$ cat src/rtl/tsched_pkg.sv
package tsched_pkg;

  typedef enum logic [2:0] {
    OP_NOP   = 3'd0,
    OP_FORK  = 3'd1,
    OP_STOP  = 3'd2,
    OP_POST  = 3'd3,
    OP_SWAP  = 3'd4,
    OP_ALLOC = 3'd5
  } op_e;

  // circular pointer step over n slots
  function automatic int unsigned wrap_inc(input int unsigned v, input int unsigned n);
    return (v + 1 >= n) ? 0 : v + 1;
  endfunction

  // a stack of depth d holding c entries can accept another
  function automatic logic has_room(input int unsigned c, input int unsigned d);
    return c < d;
  endfunction

endpackage

$ cat src/rtl/cont_stack_bank.sv
module cont_stack_bank
  import tsched_pkg::*;
#(
  parameter int NF    = 4,
  parameter int DEPTH = 8,
  parameter int PCW   = 16,
  localparam int FW   = (NF > 1) ? $clog2(NF) : 1,
  localparam int AW   = (DEPTH > 1) ? $clog2(DEPTH) : 1,
  localparam int CW   = $clog2(DEPTH + 1)
) (
  input  logic           clk,
  input  logic           rst_n,
  input  logic [FW-1:0]  sel,
  input  logic           push_en,
  input  logic           pop_en,
  input  logic [PCW-1:0] push_pc,
  output logic [PCW-1:0] top_pc,
  output logic           full,
  output logic           empty
);

  logic [NF-1:0][CW-1:0]  cnt_all;
  logic [NF-1:0][PCW-1:0] top_all;

  generate
    for (genvar g = 0; g < NF; g++) begin : g_frame
      logic [PCW-1:0] mem [DEPTH];
      logic [CW-1:0]  cnt;
      logic           hit;

      assign hit = (sel == FW'(g));

      always_ff @(posedge clk) begin
        if (!rst_n) begin
          cnt <= '0;
        end else if (hit) begin
          if (push_en && has_room(int'(cnt), DEPTH)) begin
            mem[cnt[AW-1:0]] <= push_pc;
            cnt <= cnt + CW'(1);
          end else if (pop_en && cnt != '0) begin
            cnt <= cnt - CW'(1);
          end
        end
      end

      assign cnt_all[g] = cnt;
      assign top_all[g] = (cnt == '0) ? '0 : mem[AW'(cnt - CW'(1))];
    end
  endgenerate

  assign top_pc = top_all[sel];
  assign full   = !has_room(int'(cnt_all[sel]), DEPTH);
  assign empty  = (cnt_all[sel] == '0);

  // R10 the controller filters pushes onto a full stack
  push_room_chk: assert property (@(posedge clk) disable iff (!rst_n)
    push_en |-> !full);

  // R4 an empty stack yields the exit address, never a pop
  pop_data_chk: assert property (@(posedge clk) disable iff (!rst_n)
    pop_en |-> !empty);

endmodule

$ cat src/rtl/ready_fifo.sv
module ready_fifo
  import tsched_pkg::*;
#(
  parameter int NF  = 4,
  localparam int FW = (NF > 1) ? $clog2(NF) : 1,
  localparam int QW = $clog2(NF + 1)
) (
  input  logic          clk,
  input  logic          rst_n,
  input  logic          push,
  input  logic [FW-1:0] push_id,
  input  logic          pop,
  output logic [FW-1:0] head_id,
  output logic          empty,
  output logic [QW-1:0] used
);

  logic [FW-1:0] slots [NF];
  logic [FW-1:0] rd_ptr, wr_ptr;
  logic          full;

  always_ff @(posedge clk) begin
    if (!rst_n) begin
      rd_ptr <= '0;
      wr_ptr <= '0;
      used   <= '0;
    end else begin
      if (push) begin
        slots[wr_ptr] <= push_id;
        wr_ptr <= FW'(wrap_inc(int'(wr_ptr), NF));
      end
      if (pop) begin
        rd_ptr <= FW'(wrap_inc(int'(rd_ptr), NF));
      end
      if (push && !pop)      used <= used + QW'(1);
      else if (pop && !push) used <= used - QW'(1);
    end
  end

  assign head_id = slots[rd_ptr];
  assign empty   = (used == '0);
  assign full    = (used == QW'(NF));

  // R6 duplicate suppression keeps the queue within one slot per frame
  fifo_room_chk: assert property (@(posedge clk) disable iff (!rst_n)
    push |-> !full);

  // R7 a dequeue only happens with a queued frame present
  fifo_pop_chk: assert property (@(posedge clk) disable iff (!rst_n)
    pop |-> !empty);

endmodule

$ cat src/rtl/frame_thread_sched.sv
module frame_thread_sched
  import tsched_pkg::*;
#(
  parameter int NF    = 4,
  parameter int DEPTH = 8,
  parameter int PCW   = 16,
  localparam int FW   = (NF > 1) ? $clog2(NF) : 1,
  localparam int QW   = $clog2(NF + 1)
) (
  input  logic           clk,
  input  logic           rst_n,
  input  logic [2:0]     cmd_op,
  input  logic [FW-1:0]  cmd_frame,
  input  logic [PCW-1:0] cmd_pc,
  input  logic [PCW-1:0] cmd_exit_pc,
  output logic           next_valid,
  output logic [PCW-1:0] next_pc,
  output logic [FW-1:0]  next_frame,
  output logic           stack_ovf
);

  op_e op;
  assign op = op_e'(cmd_op);

  // frame state
  logic           active_vld;
  logic [FW-1:0]  active_id;
  logic [NF-1:0]  queued;
  logic [PCW-1:0] entry_pc [NF];
  logic [PCW-1:0] exit_pc  [NF];

  // stack bank and queue wires
  logic [FW-1:0]  bk_sel;
  logic           bk_push, bk_pop, bk_full, bk_empty;
  logic [PCW-1:0] bk_top;
  logic           q_push, q_pop, q_empty;
  logic [FW-1:0]  q_head;
  logic [QW-1:0]  q_used;

  // named events
  logic on_running;
  logic ev_fork, ev_stop, ev_post, ev_wake, ev_post_remote, ev_enq;
  logic ev_swap_req, ev_swap_ok, ev_swap_go, ev_swap_idle, ev_alloc;
  logic want_push, push_drop;

  assign on_running     = active_vld && (cmd_frame == active_id);
  assign ev_fork        = (op == OP_FORK) && active_vld;
  assign ev_stop        = (op == OP_STOP) && active_vld;
  assign ev_post        = (op == OP_POST);
  assign ev_wake        = ev_post && !active_vld;
  assign ev_post_remote = ev_post && active_vld && !on_running;
  assign ev_enq         = ev_post_remote && !queued[cmd_frame];
  assign ev_swap_req    = (op == OP_SWAP);
  assign ev_swap_ok     = ev_swap_req && (!active_vld || bk_empty);
  assign ev_swap_go     = ev_swap_ok && !q_empty;
  assign ev_swap_idle   = ev_swap_ok && q_empty;
  assign ev_alloc       = (op == OP_ALLOC) && !on_running && !queued[cmd_frame];

  assign bk_sel    = (ev_post || op == OP_ALLOC) ? cmd_frame : active_id;
  assign want_push = ev_fork || ev_post;
  assign bk_push   = want_push && !bk_full;
  assign push_drop = want_push && bk_full;
  assign bk_pop    = ev_stop && !bk_empty;
  assign q_push    = ev_enq;
  assign q_pop     = ev_swap_go;

  cont_stack_bank #(.NF(NF), .DEPTH(DEPTH), .PCW(PCW)) u_stacks (
    .clk     (clk),
    .rst_n   (rst_n),
    .sel     (bk_sel),
    .push_en (bk_push),
    .pop_en  (bk_pop),
    .push_pc (cmd_pc),
    .top_pc  (bk_top),
    .full    (bk_full),
    .empty   (bk_empty)
  );

  ready_fifo #(.NF(NF)) u_ready (
    .clk     (clk),
    .rst_n   (rst_n),
    .push    (q_push),
    .push_id (cmd_frame),
    .pop     (q_pop),
    .head_id (q_head),
    .empty   (q_empty),
    .used    (q_used)
  );

  // running frame selection
  always_ff @(posedge clk) begin
    if (!rst_n) begin
      active_vld <= 1'b0;
      active_id  <= '0;
    end else if (ev_swap_go) begin
      active_vld <= 1'b1;
      active_id  <= q_head;
    end else if (ev_swap_idle) begin
      active_vld <= 1'b0;
    end else if (ev_wake) begin
      active_vld <= 1'b1;
      active_id  <= cmd_frame;
    end
  end

  // per-frame queued flags and thread addresses
  always_ff @(posedge clk) begin
    if (!rst_n) begin
      queued <= '0;
      for (int i = 0; i < NF; i++) begin
        entry_pc[i] <= '0;
        exit_pc[i]  <= '0;
      end
    end else begin
      for (int i = 0; i < NF; i++) begin
        if (ev_enq && cmd_frame == FW'(i))          queued[i] <= 1'b1;
        else if (ev_swap_go && q_head == FW'(i))    queued[i] <= 1'b0;
        if (ev_alloc && cmd_frame == FW'(i)) begin
          entry_pc[i] <= cmd_pc;
          exit_pc[i]  <= cmd_exit_pc;
        end
      end
    end
  end

  // issued thread
  always_ff @(posedge clk) begin
    if (!rst_n) begin
      next_valid <= 1'b0;
      next_pc    <= '0;
      next_frame <= '0;
      stack_ovf  <= 1'b0;
    end else begin
      next_valid <= ev_stop || ev_swap_go || ev_wake;
      if (ev_stop) begin
        next_pc    <= bk_empty ? exit_pc[active_id] : bk_top;
        next_frame <= active_id;
      end else if (ev_swap_go) begin
        next_pc    <= entry_pc[q_head];
        next_frame <= q_head;
      end else if (ev_wake) begin
        next_pc    <= entry_pc[cmd_frame];
        next_frame <= cmd_frame;
      end
      if (push_drop) stack_ovf <= 1'b1;
    end
  end

  // R3 a stop on a running frame issues on the next cycle for that frame
  stop_pulse_chk: assert property (@(posedge clk) disable iff (!rst_n)
    ev_stop |=> next_valid && next_frame == $past(active_id));

  // R8 a swap with stacked work left changes nothing
  swap_hold_chk: assert property (@(posedge clk) disable iff (!rst_n)
    (ev_swap_req && active_vld && !bk_empty) |=> !next_valid && active_vld && $stable(active_id));

  // R6 one queue slot per queued flag
  queue_mirror_chk: assert property (@(posedge clk) disable iff (!rst_n)
    $countones(queued) == int'(q_used));

  // R7 the running frame never waits in the queue
  active_not_queued_chk: assert property (@(posedge clk) disable iff (!rst_n)
    active_vld |-> !queued[active_id]);

  // R9 an idle scheduler has nothing queued
  idle_queue_empty_chk: assert property (@(posedge clk) disable iff (!rst_n)
    !active_vld |-> q_empty);

  // R11 without a running frame only a post produces a pulse
  idle_quiet_chk: assert property (@(posedge clk) disable iff (!rst_n)
    (!active_vld && !ev_post) |=> !next_valid);

  // R10 the overflow flag is sticky
  ovf_sticky_chk: assert property (@(posedge clk) disable iff (!rst_n)
    stack_ovf |=> stack_ovf);

endmodule

$ cat config.mk
export PLATFORM = sky130hd
export DESIGN_NAME = frame_thread_sched
export DESIGN_NICKNAME = d
export VERILOG_FILES = /design/src/rtl/tsched_pkg.sv /design/src/rtl/cont_stack_bank.sv /design/src/rtl/ready_fifo.sv /design/src/rtl/frame_thread_sched.sv
export SDC_FILE = /design/constraint.sdc
export NUM_CORES = 1
export LEC_CHECK = 0
export BUFFER_PORTS_ARGS = -buffer_cell sky130_fd_sc_hd__buf_4
export CAP_MARGIN = 20
export CORE_MARGIN = 5
export CORE_UTILIZATION = 50
export DETAILED_ROUTE_END_ITERATION = 7
export PLACE_DENSITY_LB_ADDON = 0.12
export SKIP_LAST_GASP = 1
export SLEW_MARGIN = 25
export SYNTH_ARGS = -nofsm -noshare
export SYNTH_HDL_FRONTEND = slang
export SYNTH_SLANG_ARGS = --single-unit
$ cat constraint.sdc
create_clock -name clk -period 5.23 [get_ports clk]
set_input_delay 1.046 -clock clk [delete_from_list [all_inputs] [get_ports clk]]
set_output_delay 1.046 -clock clk [all_outputs]
set_load 0.05 [all_outputs]
==> results.md <==
* Status: completed
* Via/cell ratio at between 6 and 7
* Sequential cell area at between 0.02 and 0.025 mm²
* Achievable frequency at ~270 MHz
* Total power at 12.2 mW
* Period utilization at 70.4%
* Synth unique cells at 66
* Postcts setup bufs at 0
* Nets at 1785
* Initial DRT Pass Iterations at 5
* Hold Slack at 0.465 ns
* Post-Route WL at roughly 70000 µm
* Post-CTS sizing at 0
* Vias after detailed routing at roughly 15000
* WS Path Type: reg -> reg
* Final Skew at 0.0204 ns
* Reg power frac at 50.8%
* Post-synth top area cell: edfxtp_1
* Post-synthesis sequential area ratio at between 70% and 80%
* Asr flop ratio synth at 0%
* P_sw at 2.61 mW
* Clk network pwr share at 43.3%
* Slew @ Worst Pin at 1.04 ns
* Fraction of layout cells with a size suffix above 1 at 24.6%
* Routed len/inst at roughly 27 µm
* Slew Limit Fails at 0
* Post-synthesis register bit count at about 700
* R2R depth at 8
* Crit path launch: u_stacks.g_frame[1].cnt[1]$_SDFFE_PN0P_
* First-pass GRT wire length at 105000 µm
* CTS tree: yes
* Worst-Skew Late Latency at 0.61 ns
* Total track usage at 22.1%
* Leak pwr at between 10 and 15 nW
* Area grow syn2layout at 13.7%
* Largest net degree at the start of global routing at 39
* Reg-to-Reg Start: u_stacks.g_frame[1].cnt[1]$_SDFFE_PN0P_
* Hold path cells at 2
* Mean Syn Cell Area at 17.9 µm²
* Leading post-synthesis cells by cell area: edfxtp_1 (66%), mux4_2 (14%), dfxtp_1 (3.7%), and2_1 (2.9%), mux2i_1 (2.5%)
* Sink Count at 702
* Die Ht at 252 µm
* CP Cell Sequence: inv_1 -> ha_2 -> mux4_2 -> mux2i_1 -> o22ai_1 -> nor2_1 -> a211oi_1 -> a211o_1
* Syn_nets at 1690
* Hold path start: stack_ovf$_SDFFE_PN0P_
* Die X at 252 µm
* Max cap viols at 0
* P per Cell Area at 368 mW/mm²
* CTS buffer count at 73
* Iter 0 DRT Violations at between 1000 and 1500
* Gpl congestion at about 0.94
* # DRC at 0
* Prevailing post-synth register cell: edfxtp_1
* Initial antenna violation count at 1
* Crit Path Max Fanout at 33
* Setup-failing EPs final at 0
* Post-synth EDFFs at 648
* TNS Setup at 0 ns
* RSZ-0062 raised after global routing: no
* Cell-internal power at 9.64 mW
* I/O pin cnt at slightly below 60
* Yosys warnings at 0
* Fin crit period at 3.68 ns
* Critical Path Source Type: flop
* Mapped cell area at 0.0293 mm²
* Crit-path max cell delay at 0.97 ns
* Clock transition at path regs at 0.06 ns
* Worst Hold Class: reg -> reg
* Cells after Synth at 1636
* Slowest stage cell, crit path: ha_2
* Port Buffers at 58
* Combinational Power Share at 5.9%
* Grt total ovfl at 0
* Placeable Area at between 0.05 and 0.06 mm²
* Vias in the first global route at 15600
* Final cell utilization of the core at 57.5%
* Most frequent cell after synthesis: edfxtp_1
* Critical path arrival at ~4.2 ns
* Commonest cells in the netlist: edfxtp_1 (648), mux4_2 (181), and2_1 (135)
* Fillers at 4436
* Worst EP required at 5.72 ns
* Relative slew slack at 30.4%
* Detailed placement HPWL at 42600 µm
* Die ar. at 0.0636 mm²
* Initial Util at approximately half
* Critical path capture point type: flop
* Num rows at 88
* N_diodes at 0
* Fin. Hold Viols at 0
* Multi-input logic area at ~0.0084 mm²
* Post-cts hold buffer count at 0
* Longest Clk Path Bufs at 3
* Yosys top cell area share at between 60 and 70%
* Post-DRT Antenna Nets at 0
* # H-tree levels at 3
* CTS root buf: clkbuf_16
* Worst IR drop on VDD at 0.000336 V
* Switching Share at 21.3%
layout make-up:
cell class              count  area share (%)
flip-flops and latches    702            61.7
multi-input cells         818            25.2
clock buffers              95            6.05
well taps                 765            2.87
repair buffers            118            2.73
clock inverters            37            1.32
inverters                  18           0.203
kinds of logic (layout without fill, tap and decap cells):
group	Yosys count	count (layout)	synth area share (%)
DFF	702	702	70.1
and+or+nand+nor	358	358	6.52
muxes	257	257	16.5
AOI/OAI and AO/OA	170	170	3.91
buffers and inverters	116	268	1.72
xor gates and xnor gates	18	18	0.589
adders and majority gates	15	15	0.666
metal layers:
layer  track usage, %  vias to the layer above  wire [µm]
li1                 -                     6758          -
met1             33.9                     8034      31800
met2             33.4                      511      32200
met3             3.45                       88       4280
met4             6.41                        0       1650
met5                0                        -          0
final timing paths:
kind | to | slack [ns]
min reg2reg | stack_ovf$_SDFFE_PN0P_ | 0.47
max reg2reg | next_pc[8]$_SDFFE_PN0P_ | 1.55
min | stack_ovf$_SDFFE_PN0P_ | 0.47
max | next_pc[8]$_SDFFE_PN0P_ | 1.55
sequential cells by signal, indices dropped and copies added (netlist names), 2 cells and up, named ones only:
register / cells
active_id: 2
entry_pc: 64
exit_pc: 64
next_frame: 2
next_pc: 16
queued: 4
u_ready.rd_ptr: 2
u_ready.slots: 8
u_ready.used: 3
u_ready.wr_ptr: 2
u_stacks.g_frame.cnt: 16
u_stacks.g_frame.mem: 512
cells in the final DEF, fill, tap and decap left out, types with 6 or more instances in the layout:
cell type	netlist	routed
or3_1	13	13
xnor2_1	9	9
clkbuf_1	43	16
o22ai_1	32	32
clkbuf_16	0	77
o21ai_0	30	27
nand2b_1	6	6
clkinv_1	1	13
clkinv_2	0	9
a211o_1	16	16
ha_1	14	12
a22oi_1	16	16
and2_1	135	135
edfxtp_1	648	648
mux2i_1	74	74
a21oi_1	25	25
inv_1	17	17
bufinv_16	0	10
o211ai_1	6	6
a211oi_1	16	16
nand3_1	14	14
dfxtp_1	54	50
mux4_2	181	181
nor2_1	80	80
nor3_1	45	39
buf_4	2	116
nor3_2	0	6
nand2_1	35	35
power by group through the flow:
stage / clock network, mW / registers (mW) / logic [mW]
2_1_floorplan: 0 / 6.34 / 0.398
3_3_place_gp: 0 / 6.33 / 0.713
3_5_place_dp: 0 / 6.34 / 0.725
4_1_cts: 5.42 / 6.22 / 0.727
5_1_grt: 5.68 / 6.22 / 0.766
6_report: 5.31 / 6.22 / 0.723
metrics by stage:
stage	instance area (µm²)	std cells	setup slack (ns)
after floorplan	29300	1636	0.120
after global placement	30900	2421	1.10
after detailed placement	30900	2421	1.07
after CTS	33300	2553	1.50
after global routing	33300	2553	1.35
final	33300	2553	1.55
worst max-delay path: cells and delay by family, from the launching register on:
family | cells | cell delay (ns)
simple gates | 1 | 0.42
compound gates | 3 | 0.56
flops | 1 | 0.57
mux | 2 | 0.85
buf+inv | 1 | 0.15
fa+ha+maj | 1 | 0.97
Note: power is estimated with default switching activity, not from simulation.
